### src/rtl/irda_pkg.sv
package irda_pkg;
    // Number of ticks a transmit pulse lasts: 3/16 of a bit cell, rounded.
    function automatic int pulse_ticks(input int osr);
        return (3 * osr + 8) / 16;
    endfunction

    // First phase of the pulse so that it sits in the middle of the cell.
    function automatic int pulse_start(input int osr);
        return osr / 2 - pulse_ticks(osr) / 2;
    endfunction
endpackage

### src/rtl/irda_mode_ctrl.sv
// Mode control: holds the requested and the active infrared mode.
// Assumes: strap is static around reset; tick_en is the UART oversampling tick.
// The request is loaded from the strap on reset and soft reset, or written by software.
// The active mode follows the request only when the line has been quiet long enough.
module irda_mode_ctrl #(
    parameter int OSR       = 16,
    parameter int IDLE_BITS = 11
) (
    input  logic clk,
    input  logic rst_n,
    input  logic tick_en,
    input  logic tx_bit,
    input  logic dec_busy,
    input  logic strap_ir,
    input  logic soft_rst,
    input  logic sw_wr,
    input  logic sw_ir,
    output logic ir_mode
);
    localparam int IDLE_TICKS = OSR * IDLE_BITS;
    localparam int CW         = $clog2(IDLE_TICKS + 1);

    logic [CW-1:0] quiet_cnt_q;
    logic          req_q;
    logic          mode_q;
    logic          line_idle;

    // Count consecutive ticks with the transmit bit high, saturating.
    always_ff @(posedge clk) begin
        if (!rst_n) begin
            quiet_cnt_q <= '0;
        end else if (tick_en) begin
            if (!tx_bit)
                quiet_cnt_q <= '0;
            else if (quiet_cnt_q != CW'(IDLE_TICKS))
                quiet_cnt_q <= quiet_cnt_q + 1'b1;
        end
    end

    assign line_idle = (quiet_cnt_q == CW'(IDLE_TICKS)) && !dec_busy;

    // Requested mode: strap on reset and soft reset, else software write.
    always_ff @(posedge clk) begin
        if (!rst_n || soft_rst)
            req_q <= strap_ir;
        else if (sw_wr)
            req_q <= sw_ir;
    end

    // Active mode: strap on reset and soft reset, else the request at idle.
    always_ff @(posedge clk) begin
        if (!rst_n || soft_rst)
            mode_q <= strap_ir;
        else if (line_idle)
            mode_q <= req_q;
    end

    assign ir_mode = mode_q;

    // the mode only moves at a quiet line, on soft reset or out of reset.
    p_switch_at_idle_r10: assert property (@(posedge clk) disable iff (!rst_n)
        !$stable(mode_q) |-> ($past(line_idle) || $past(soft_rst) || !$past(rst_n)))
        else $error("mode changed while the line was busy");

    // soft reset reloads the strap value.
    p_soft_reload_r9: assert property (@(posedge clk) disable iff (!rst_n)
        soft_rst |=> (mode_q == $past(strap_ir)))
        else $error("soft reset did not load strap");
endmodule

### src/rtl/irda_pulse_enc.sv
// Transmit encoder: turns each zero bit into a centred pulse of 3/16 of a cell.
// Assumes: the UART changes its transmit bit only right after a tick, and holds
// each bit for OSR ticks. The cell phase resyncs on every change of the bit.
module irda_pulse_enc
    import irda_pkg::*;
#(
    parameter int OSR = 16
) (
    input  logic clk,
    input  logic rst_n,
    input  logic tick_en,
    input  logic tx_bit,
    output logic pulse_out
);
    localparam int PW  = pulse_ticks(OSR);
    localparam int PS  = pulse_start(OSR);
    localparam int PHW = $clog2(OSR);

    logic [PHW-1:0] phase_q;
    logic [PHW-1:0] phase_d;
    logic           last_q;
    logic           pulse_q;
    logic           in_win;

    // Next cell phase: restart on a bit change, otherwise advance with wrap.
    always_comb begin
        if (tx_bit != last_q)
            phase_d = '0;
        else if (phase_q == PHW'(OSR - 1))
            phase_d = '0;
        else
            phase_d = phase_q + 1'b1;
    end

    assign in_win = (int'(phase_d) >= PS) && (int'(phase_d) < PS + PW);

    // Advance phase and produce the pulse level once per tick.
    always_ff @(posedge clk) begin
        if (!rst_n) begin
            phase_q <= '0;
            last_q  <= 1'b1;
            pulse_q <= 1'b0;
        end else if (tick_en) begin
            phase_q <= phase_d;
            last_q  <= tx_bit;
            pulse_q <= !tx_bit && in_win;
        end
    end

    assign pulse_out = pulse_q;

    // a pulse is only ever seen inside the centre window of the cell.
    p_pulse_centred_r3: assert property (@(posedge clk) disable iff (!rst_n)
        pulse_q |-> ((int'(phase_q) >= PS) && (int'(phase_q) < PS + PW)))
        else $error("pulse outside centre window");

    // a tick that sees a one bit leaves no pulse behind.
    p_one_is_dark_r4: assert property (@(posedge clk) disable iff (!rst_n)
        (tick_en && tx_bit) |=> !pulse_q)
        else $error("pulse for a one bit");
endmodule

### src/rtl/irda_pulse_dec.sv
// Receive decoder: synchronises the line, detects pulses of either polarity and
// stretches each into a zero lasting one bit cell of ticks.
// Assumes: rx_pol is static while infrared mode is active.
// On a mode change the synchroniser is reloaded with the new idle level, so the
// jump in line idle level is not taken for a pulse.
module irda_pulse_dec #(
    parameter int OSR = 16
) (
    input  logic clk,
    input  logic rst_n,
    input  logic tick_en,
    input  logic ir_on,
    input  logic rx_pol,
    input  logic rst_lvl,
    input  logic line_rx,
    output logic rx_bit,
    output logic busy
);
    localparam int HW = $clog2(OSR + 1);

    logic          s1_q;
    logic          s2_q;
    logic          ir_prev_q;
    logic          mode_chg;
    logic          pulse;
    logic          idle_lvl;
    logic [HW-1:0] hold_q;

    assign mode_chg = (ir_on != ir_prev_q);
    assign idle_lvl = ir_on ? rx_pol : 1'b1;
    assign pulse    = s2_q ^ rx_pol;

    // Track the mode one cycle back to spot a change.
    always_ff @(posedge clk) begin
        ir_prev_q <= ir_on;
    end

    // Two-flop synchroniser, reloaded to the idle level on a mode change.
    always_ff @(posedge clk) begin
        if (!rst_n) begin
            s1_q <= rst_lvl;
            s2_q <= rst_lvl;
        end else if (mode_chg) begin
            s1_q <= idle_lvl;
            s2_q <= idle_lvl;
        end else begin
            s1_q <= line_rx;
            s2_q <= s1_q;
        end
    end

    // Pulse stretcher: reload on a pulse tick, count down on quiet ticks.
    always_ff @(posedge clk) begin
        if (!rst_n || !ir_on || mode_chg)
            hold_q <= '0;
        else if (tick_en) begin
            if (pulse)
                hold_q <= HW'(OSR);
            else if (hold_q != '0)
                hold_q <= hold_q - 1'b1;
        end
    end

    assign rx_bit = ir_on ? (hold_q == '0) : s2_q;
    assign busy   = (hold_q != '0);

    // a pulse seen on a tick drives the receive bit to zero.
    p_pulse_to_zero_r5: assert property (@(posedge clk) disable iff (!rst_n)
        (tick_en && ir_on && !mode_chg && pulse) |=> (!rx_bit || !ir_on))
        else $error("pulse not decoded as zero");

    // once the stretch runs out with no new pulse, the bit returns to one.
    p_quiet_is_one_r7: assert property (@(posedge clk) disable iff (!rst_n)
        (tick_en && ir_on && !mode_chg && !pulse && (hold_q <= HW'(1))) |=> (rx_bit || !ir_on))
        else $error("receive bit not released to one");
endmodule

### src/rtl/irda_endec.sv
// Top level of the infrared serial line encoder/decoder.
// Assumes: one UART channel drives uart_tx_bit on the tick_en grid.
// In wired mode the bits pass through; in infrared mode transmit zeros become
// short pulses and received pulses are stretched back into zero bits.
module irda_endec #(
    parameter int OSR       = 16,
    parameter int IDLE_BITS = 11
) (
    input  logic clk,
    input  logic rst_n,
    input  logic tick_en,
    input  logic uart_tx_bit,
    input  logic line_rx,
    input  logic ir_strap,
    input  logic soft_rst,
    input  logic ir_wr,
    input  logic ir_wr_val,
    input  logic rx_pol,
    output logic line_tx,
    output logic uart_rx_bit
);
    logic ir_mode;
    logic enc_pulse;
    logic dec_busy;
    logic rst_lvl;

    assign rst_lvl = ir_strap ? rx_pol : 1'b1;

    irda_mode_ctrl #(.OSR(OSR), .IDLE_BITS(IDLE_BITS)) u_mode (
        .clk      (clk),
        .rst_n    (rst_n),
        .tick_en  (tick_en),
        .tx_bit   (uart_tx_bit),
        .dec_busy (dec_busy),
        .strap_ir (ir_strap),
        .soft_rst (soft_rst),
        .sw_wr    (ir_wr),
        .sw_ir    (ir_wr_val),
        .ir_mode  (ir_mode)
    );

    irda_pulse_enc #(.OSR(OSR)) u_enc (
        .clk       (clk),
        .rst_n     (rst_n),
        .tick_en   (tick_en),
        .tx_bit    (uart_tx_bit),
        .pulse_out (enc_pulse)
    );

    irda_pulse_dec #(.OSR(OSR)) u_dec (
        .clk     (clk),
        .rst_n   (rst_n),
        .tick_en (tick_en),
        .ir_on   (ir_mode),
        .rx_pol  (rx_pol),
        .rst_lvl (rst_lvl),
        .line_rx (line_rx),
        .rx_bit  (uart_rx_bit),
        .busy    (dec_busy)
    );

    // Line transmit: encoded pulses in infrared mode, plain bit otherwise.
    assign line_tx = ir_mode ? enc_pulse : uart_tx_bit;
endmodule

### config.mk
export PLATFORM = sky130hd
export DESIGN_NAME = irda_endec
export DESIGN_NICKNAME = d
export VERILOG_FILES = /design/src/rtl/irda_pkg.sv /design/src/rtl/irda_mode_ctrl.sv /design/src/rtl/irda_pulse_enc.sv /design/src/rtl/irda_pulse_dec.sv /design/src/rtl/irda_endec.sv
export SDC_FILE = /design/constraint.sdc
export NUM_CORES = 1
export LEC_CHECK = 0
export BUFFER_PORTS_ARGS = -buffer_cell sky130_fd_sc_hd__buf_2
export CAP_MARGIN = 20
export CORE_ASPECT_RATIO = 0.8
export CORE_MARGIN = 5
export CORE_UTILIZATION = 35
export CTS_CLUSTER_SIZE = 8
export DETAILED_ROUTE_END_ITERATION = 7
export HOLD_SLACK_MARGIN = 0.15
export SLEW_MARGIN = 20
export SYNTH_ARGS = -nofsm -noshare
export SYNTH_HDL_FRONTEND = slang
export SYNTH_SLANG_ARGS = --single-unit
### constraint.sdc
create_clock -name clk -period 1.7 [get_ports clk]
set_input_delay 0 -clock clk [delete_from_list [all_inputs] [get_ports clk]]
set_output_delay 0 -clock clk [all_outputs]
set_load 0.03 [all_outputs]
---- Yosys cells after proc, flatten, opt, wreduce, memory -nomap -nowiden ----
Cells that the tools add are included.
cells by class
  add/subtract/negate cells ............... 3
  $lt $le $gt $ge ......................... 2
  equal/unequal tests ..................... 6
  mux-type cells .......................... 18
  bitwise gates (word level) .............. 1
  reduce and logical (&&, ||, !) cells .... 17
operator list
  kind                                                                   count
  8-bit two-way mux                                                      2
  1-bit two-way mux                                                      12
  5-bit two-way mux                                                      2
  8-bit by 1-bit adder with 8-bit output, second input constant          1
  8-bit equality test, second input constant                             1
  4-bit two-way mux                                                      2
  8-bit != test, second input constant                                   1
  2-bit nonzero test                                                     3
  5-bit logical NOT                                                      1
  5-bit nonzero test                                                     1
  5-bit by 1-bit subtractor with 5-bit output, second input constant     1
  4-bit by 1-bit adder with 4-bit output, second input constant          1
  4-bit equality test, second input constant                             1
  4-bit by 3-bit >= comparator with 1-bit output, second input constant  1
  1-bit logical NOT                                                      4
  4-bit less-than comparator, second input constant                      1
  2-bit AND reduction                                                    2
  1-bit logical AND                                                      3
  1-bit logical OR                                                       3
  1-bit != test                                                          2
  2-bit by 1-bit != test with 1-bit output, second input constant        1
  1-bit bitwise XOR                                                      1
storage, ports and cells
  register bits ........................... 24
  input port bits ......................... 10
  output and inout port bits .............. 2
  logic and storage cells ................. 57

---- Longest topological paths before layout ----
  depth after elaboration ................. 6
  mapped depth ............................ 7
  depth with buffers taken out ............ 6

---- Hierarchy ----
From an unflattened synthesis, not the netlist that was laid out.
unflattened totals
  cells, all modules ...................... 156
  area, all modules ....................... 1371.3 sq um
modules (own cells, without submodules)
  module          instances  cells each  area each (sq um)  seq. area each (sq um)
  irda_mode_ctrl  1          63          554.3              220.2
  irda_pulse_dec  1          46          422.9              160.2
  irda_pulse_enc  1          45          372.9              120.1
  irda_endec      1          2           21.3               0.0

---- Worst setup path after synthesis ----
OpenSTA, ideal clock, no wires.
  path kind ............................... reg-to-output
  start point ............................. register u_dec.hold_q[0]
  end point ............................... output port uart_rx_bit
  arrival time ............................ 1655 ps
  required time ........................... 1700 ps
  slack ................................... 45 ps
  cell stages (with the launch flop) ...... 6
  path buffers ............................ 1
  path through ............................ dfxtp_1 > inv_1 > ha_1 > or4b_1 > clkbuf_1 > mux2i_1
between the ends
  longest elaborated chain between the ends .. 2
RTL lines
  what                    line                  RTL
  from (decl)             irda_pulse_dec.sv:27  logic [HW-1:0] hold_q;
  from (signal assigned)  irda_pulse_dec.sv:58  hold_q <= HW'(OSR);
  from (signal assigned)  irda_pulse_dec.sv:60  hold_q <= hold_q - 1'b1;
  5-bit logical NOT       irda_pulse_dec.sv:64  assign rx_bit = ir_on ? (hold_q == '0) : s2_q;
  1-bit two-way mux       irda_pulse_dec.sv:64
  to (decl)               irda_endec.sv:20      output logic uart_rx_bit
No other way between the ends.

---- Worst setup path after layout ----
  start point ............................. register u_dec.hold_q[1]
  end point ............................... output port uart_rx_bit
Same word-level chain as after synthesis.

==> insert_results.sql <==
INSERT INTO impl_metrics (metric_group, metric, value, unit) VALUES
('setup_path', 'cp_data_arrival_time', '1.64', 'ns'),
('drt', 'detail_route.first_pass.iterations', '4', ''),
('global_route', 'first_global_vias', '1083', ''),
('floorplan', 'core_area', '3520', 'sq um'),
('global_route', 'grt_first_pass_wirelength', '4930', 'um'),
('clock_tree', 'worst_setup_hold_path_clk_slew', '0.08', 'ns'),
('sta', 'max_slew_violations', '0', ''),
('floorplan', 'fp-row-count', '19', ''),
('synthesis', 'synth_top_area_share', '33.5', '%'),
('setup_path', 'setup.worst_path.start_class', 'flop', ''),
('drt', 'vias_per_cell', '5.15', ''),
('sta', 'setup_violations', '0', ''),
('global_route', 'gr-total-overflow', '0', ''),
('drt', 'post_detailed_route_wirelength_per_cell', '13.5', 'um'),
('clock_tree', 'max-clock-path-buffers', '2', ''),
('clock_tree', 'cts_max_level', '1', ''),
('sta', 'slew-limit-headroom', '72.7', '%'),
('global_route', 'number_of_antenna_violations_at_the_first_check_in_global_routing', '0', ''),
('drt', 'drc_errors', '0', ''),
('synthesis', 'ys.flop_type', 'sky130_fd_sc_hd__dfxtp_1', ''),
('layout', 'final_area', '1700', 'sq um'),
('sta', 'fmax', '611', 'MHz'),
('layout', 'layout_common_cells', 'sky130_fd_sc_hd__dfxtp_1, sky130_fd_sc_hd__nor2_1, sky130_fd_sc_hd__dlygate4sd3_1', ''),
('placement', 'placed_instances', '194', ''),
('synthesis', 'mappedNetlistNets', '159', ''),
('clock_tree', 'cts-buffers-inserted', '3', ''),
('power', 'static-leakage-power', '0.651', 'nW'),
('sta', 'period_needed', '1.64', 'ns'),
('layout', 'layoutNonFillerInstCount', '218', ''),
('floorplan', 'pin_count', '12', ''),
('setup_path', 'setup.worst_path.class', 'reg -> out', ''),
('placement', 'cell_area_after_placement', '1400', 'sq um'),
('sta', 'fin_setup_tns', '0', 'ns'),
('synthesis', 'ys.warnings.count', '0', ''),
('synthesis', 'synth.lib_cells_used.distinct', '38', ''),
('placement', 'io_buffer_count', '11', ''),
('setup_path', 'timing.critical_path.required', '1.70', 'ns'),
('placement', 'placer_congestion', '0.811', ''),
('synthesis', 'share_of_synthesized_area_occupied_by_flip_flops_and_latches', '38.1', '%'),
('sta', 'worst-slew-pin-transition', '0.409', 'ns'),
('layout', 'syn_to_final_growth', '29.5', '%'),
('floorplan', 'die_width', '78.5', 'um'),
('global_route', 'global_route.usage.total', '12.1', '%'),
('job', 'cap_violations', '0', ''),
('power', 'powerDensity', '763', 'nW/um^2'),
('synthesis', 'yosys_register_bits', '24', ''),
('floorplan', 'chipHeight', '64.8', 'um'),
('sta', 'finalClockSkew', '0.00576', 'ns'),
('synthesis', 'average_instance_area_after_synthesis', '9.13', 'sq um'),
('drt', 'detail-route-antenna-nets', '0', ''),
('drt', 'routed_wl', '2950', 'um'),
('synthesis', 'synth_area_leaders', 'sky130_fd_sc_hd__dfxtp_1, sky130_fd_sc_hd__xor2_1, sky130_fd_sc_hd__ha_1, sky130_fd_sc_hd__edfxtp_1, sky130_fd_sc_hd__nor2_1', ''),
('layout', 'mostFrequentLayoutCell', 'sky130_fd_sc_hd__dfxtp_1', ''),
('sta', 'final_min_period_over_clock_period', '96.3', '%'),
('setup_path', 'timing.reg2reg.setup_slack', '0.07', 'ns'),
('power', 'p_total', '1.30', 'mW'),
('status', 'outcome', 'finished clean', ''),
('setup_path', 'crit_path_end_kind', 'primary output', ''),
('layout', 'nets', '192', ''),
('floorplan', 'area_enclosed_by_the_die_boundary', '5090', 'sq um'),
('power', 'vdd_ir_drop_max', '463', 'uV'),
('setup_path', 'critPathMaxFanout', '3', ''),
('layout', 'diodes', '0', ''),
('placement', 'detailed_place_hpwl', '1900', 'um'),
('clock_tree', 'ctsRootBufferMaster', 'sky130_fd_sc_hd__clkbuf_8', ''),
('drt', 'dr.first_iter.drc_count', '39', ''),
('layout', 'ratio_of_cells_with_drive_above_1_in_the_final_layout', '24.4', '%'),
('layout', 'layout.core_utilization', '48.4', '%'),
('min_path', 'hold_path.class', 'in -> reg', ''),
('clock_tree', 'clock_tree_from_tritoncts', 'yes', ''),
('clock_tree', 'cts_sinks', '24', ''),
('drt', 'vias', '1122', ''),
('sta', 'hold_violations', '0', ''),
('global_route', 'grt_max_degree', '22', ''),
('synthesis', 'ys_async_sr_fraction', '0', '%'),
('clock_tree', 'clock_latency', '0.27', 'ns'),
('floorplan', 'initial_utilization', '37.4', '%'),
('synthesis', 'syn_area', '1320', 'sq um'),
('synthesis', 'post-synth-top-area-cell', 'sky130_fd_sc_hd__dfxtp_1', ''),
('synthesis', 'synth_edf_count', '2', ''),
('synthesis', 'netlist_instances', '144', '');
## Yosys cell counts, drive strengths merged, types with 2 or more instances
library cell,n
a31oi,2
nor2,13
ha,5
xor2,9
a21boi,3
inv,6
a21oi,3
o21ai,3
nand3,6
nand4b,3
a311oi,2
o21a,4
nand4,5
clkbuf,6
xnor2,5
dfxtp,22
nor3,4
mux2i,4
nor2b,3
nand3b,2
nand2b,4
and3,2
edfxtp,2
nand2,11
mux2,3
## routing by layer
metal / global-route usage [%] / up-vias / routed length [um]
met1: 16.2 / 525 / 1530
met4: 3.71 / 0 / 28
met2: 18.8 / 18 / 1280
met5: 0 / - / 0
met3: 3.88 / 4 / 115
li1: - / 575 / -
## flip-flops by register name (all words and copies together), names as in the netlist
signal / cells
u_dec.ir_prev_q: 1
u_mode.req_q: 1
u_dec.s2_q: 1
u_enc.phase_q: 4
u_enc.last_q: 1
u_mode.ir_mode: 1
u_dec.hold_q: 5
u_mode.quiet_cnt_q: 8
u_dec.s1_q: 1
u_enc.pulse_out: 1
## critical path, cell delays in order, from the launching register on
cell and delay [ns]:
sky130_fd_sc_hd__dfxtp_2 0.34, sky130_fd_sc_hd__inv_2 0.08, sky130_fd_sc_hd__ha_4 0.13, sky130_fd_sc_hd__or4b_4 0.48, sky130_fd_sc_hd__mux2i_1 0.16, sky130_fd_sc_hd__buf_4 0.18
## worst paths after layout
check                                                         from                                 end  cells after the start
worst max register to register  u_mode.quiet_cnt_q[0]$_SDFFE_PN0P_  u_mode.quiet_cnt_q[1]$_SDFFE_PN0P_                      6
worst min register to register             u_dec.ir_prev_q$_DFF_P_        u_dec.hold_q[4]$_SDFFE_PP0P_                      2
worst max-delay path                  u_dec.hold_q[1]$_SDFFE_PP0P_                         uart_rx_bit                      5
worst min-delay path                                         rst_n  u_mode.quiet_cnt_q[0]$_SDFFE_PN0P_                      3
## cell families after synthesis
| group | count (synthesis) | synth area share [%] |
|---|---|---|
| muxes | 7 | 5.61 |
| AOI/OAI and AO/OA | 23 | 12.5 |
| xor gates and xnor gates | 14 | 9.32 |
| buffers and inverters | 13 | 5.52 |
| and+or+nand+nor | 58 | 24.3 |
| DFF | 24 | 38.1 |
| adders and majority gates | 5 | 4.76 |
## what timing repair did
item | CTS | global route
cloned | 0 | 0
pin swaps | 5 | 4
endpoints found under the setup margin | 2 | 6
gates resized for setup | 8 | 7
setup buffers | 4 | 3
endpoints found under the hold margin | 15 | 0
hold buffers | 13 | 0
## stage by stage
step | setup WS [ns] | hold WS (ns)
floorplan | 0.0454 | 0.124
global placement | 0.0686 | 0.222
detailed placement | -0.0265 | 0.224
CTS | 0.0313 | 0.172
global route | -0.00476 | 0.187
finish | 0.0631 | 0.171
## report_power, final
group          switching [mW]  internal [mW]  leakage [nW]
Clock                   0.192          0.315        0.0357
Combinational          0.0873         0.0933         0.415
Sequential             0.0196          0.592         0.201
Total                   0.299           1.00         0.651
## final cells by class
class | count | area, sq um
timing repair buffer | 35 | 274
multi-input combinational | 107 | 778
sequential | 24 | 504
clock inverter | 1 | 30.0
tap | 42 | 52.6
clock buffer | 3 | 41.3
fill | 339 | 1820
inverter | 6 | 22.5
Power figures use the tool's default switching activity.
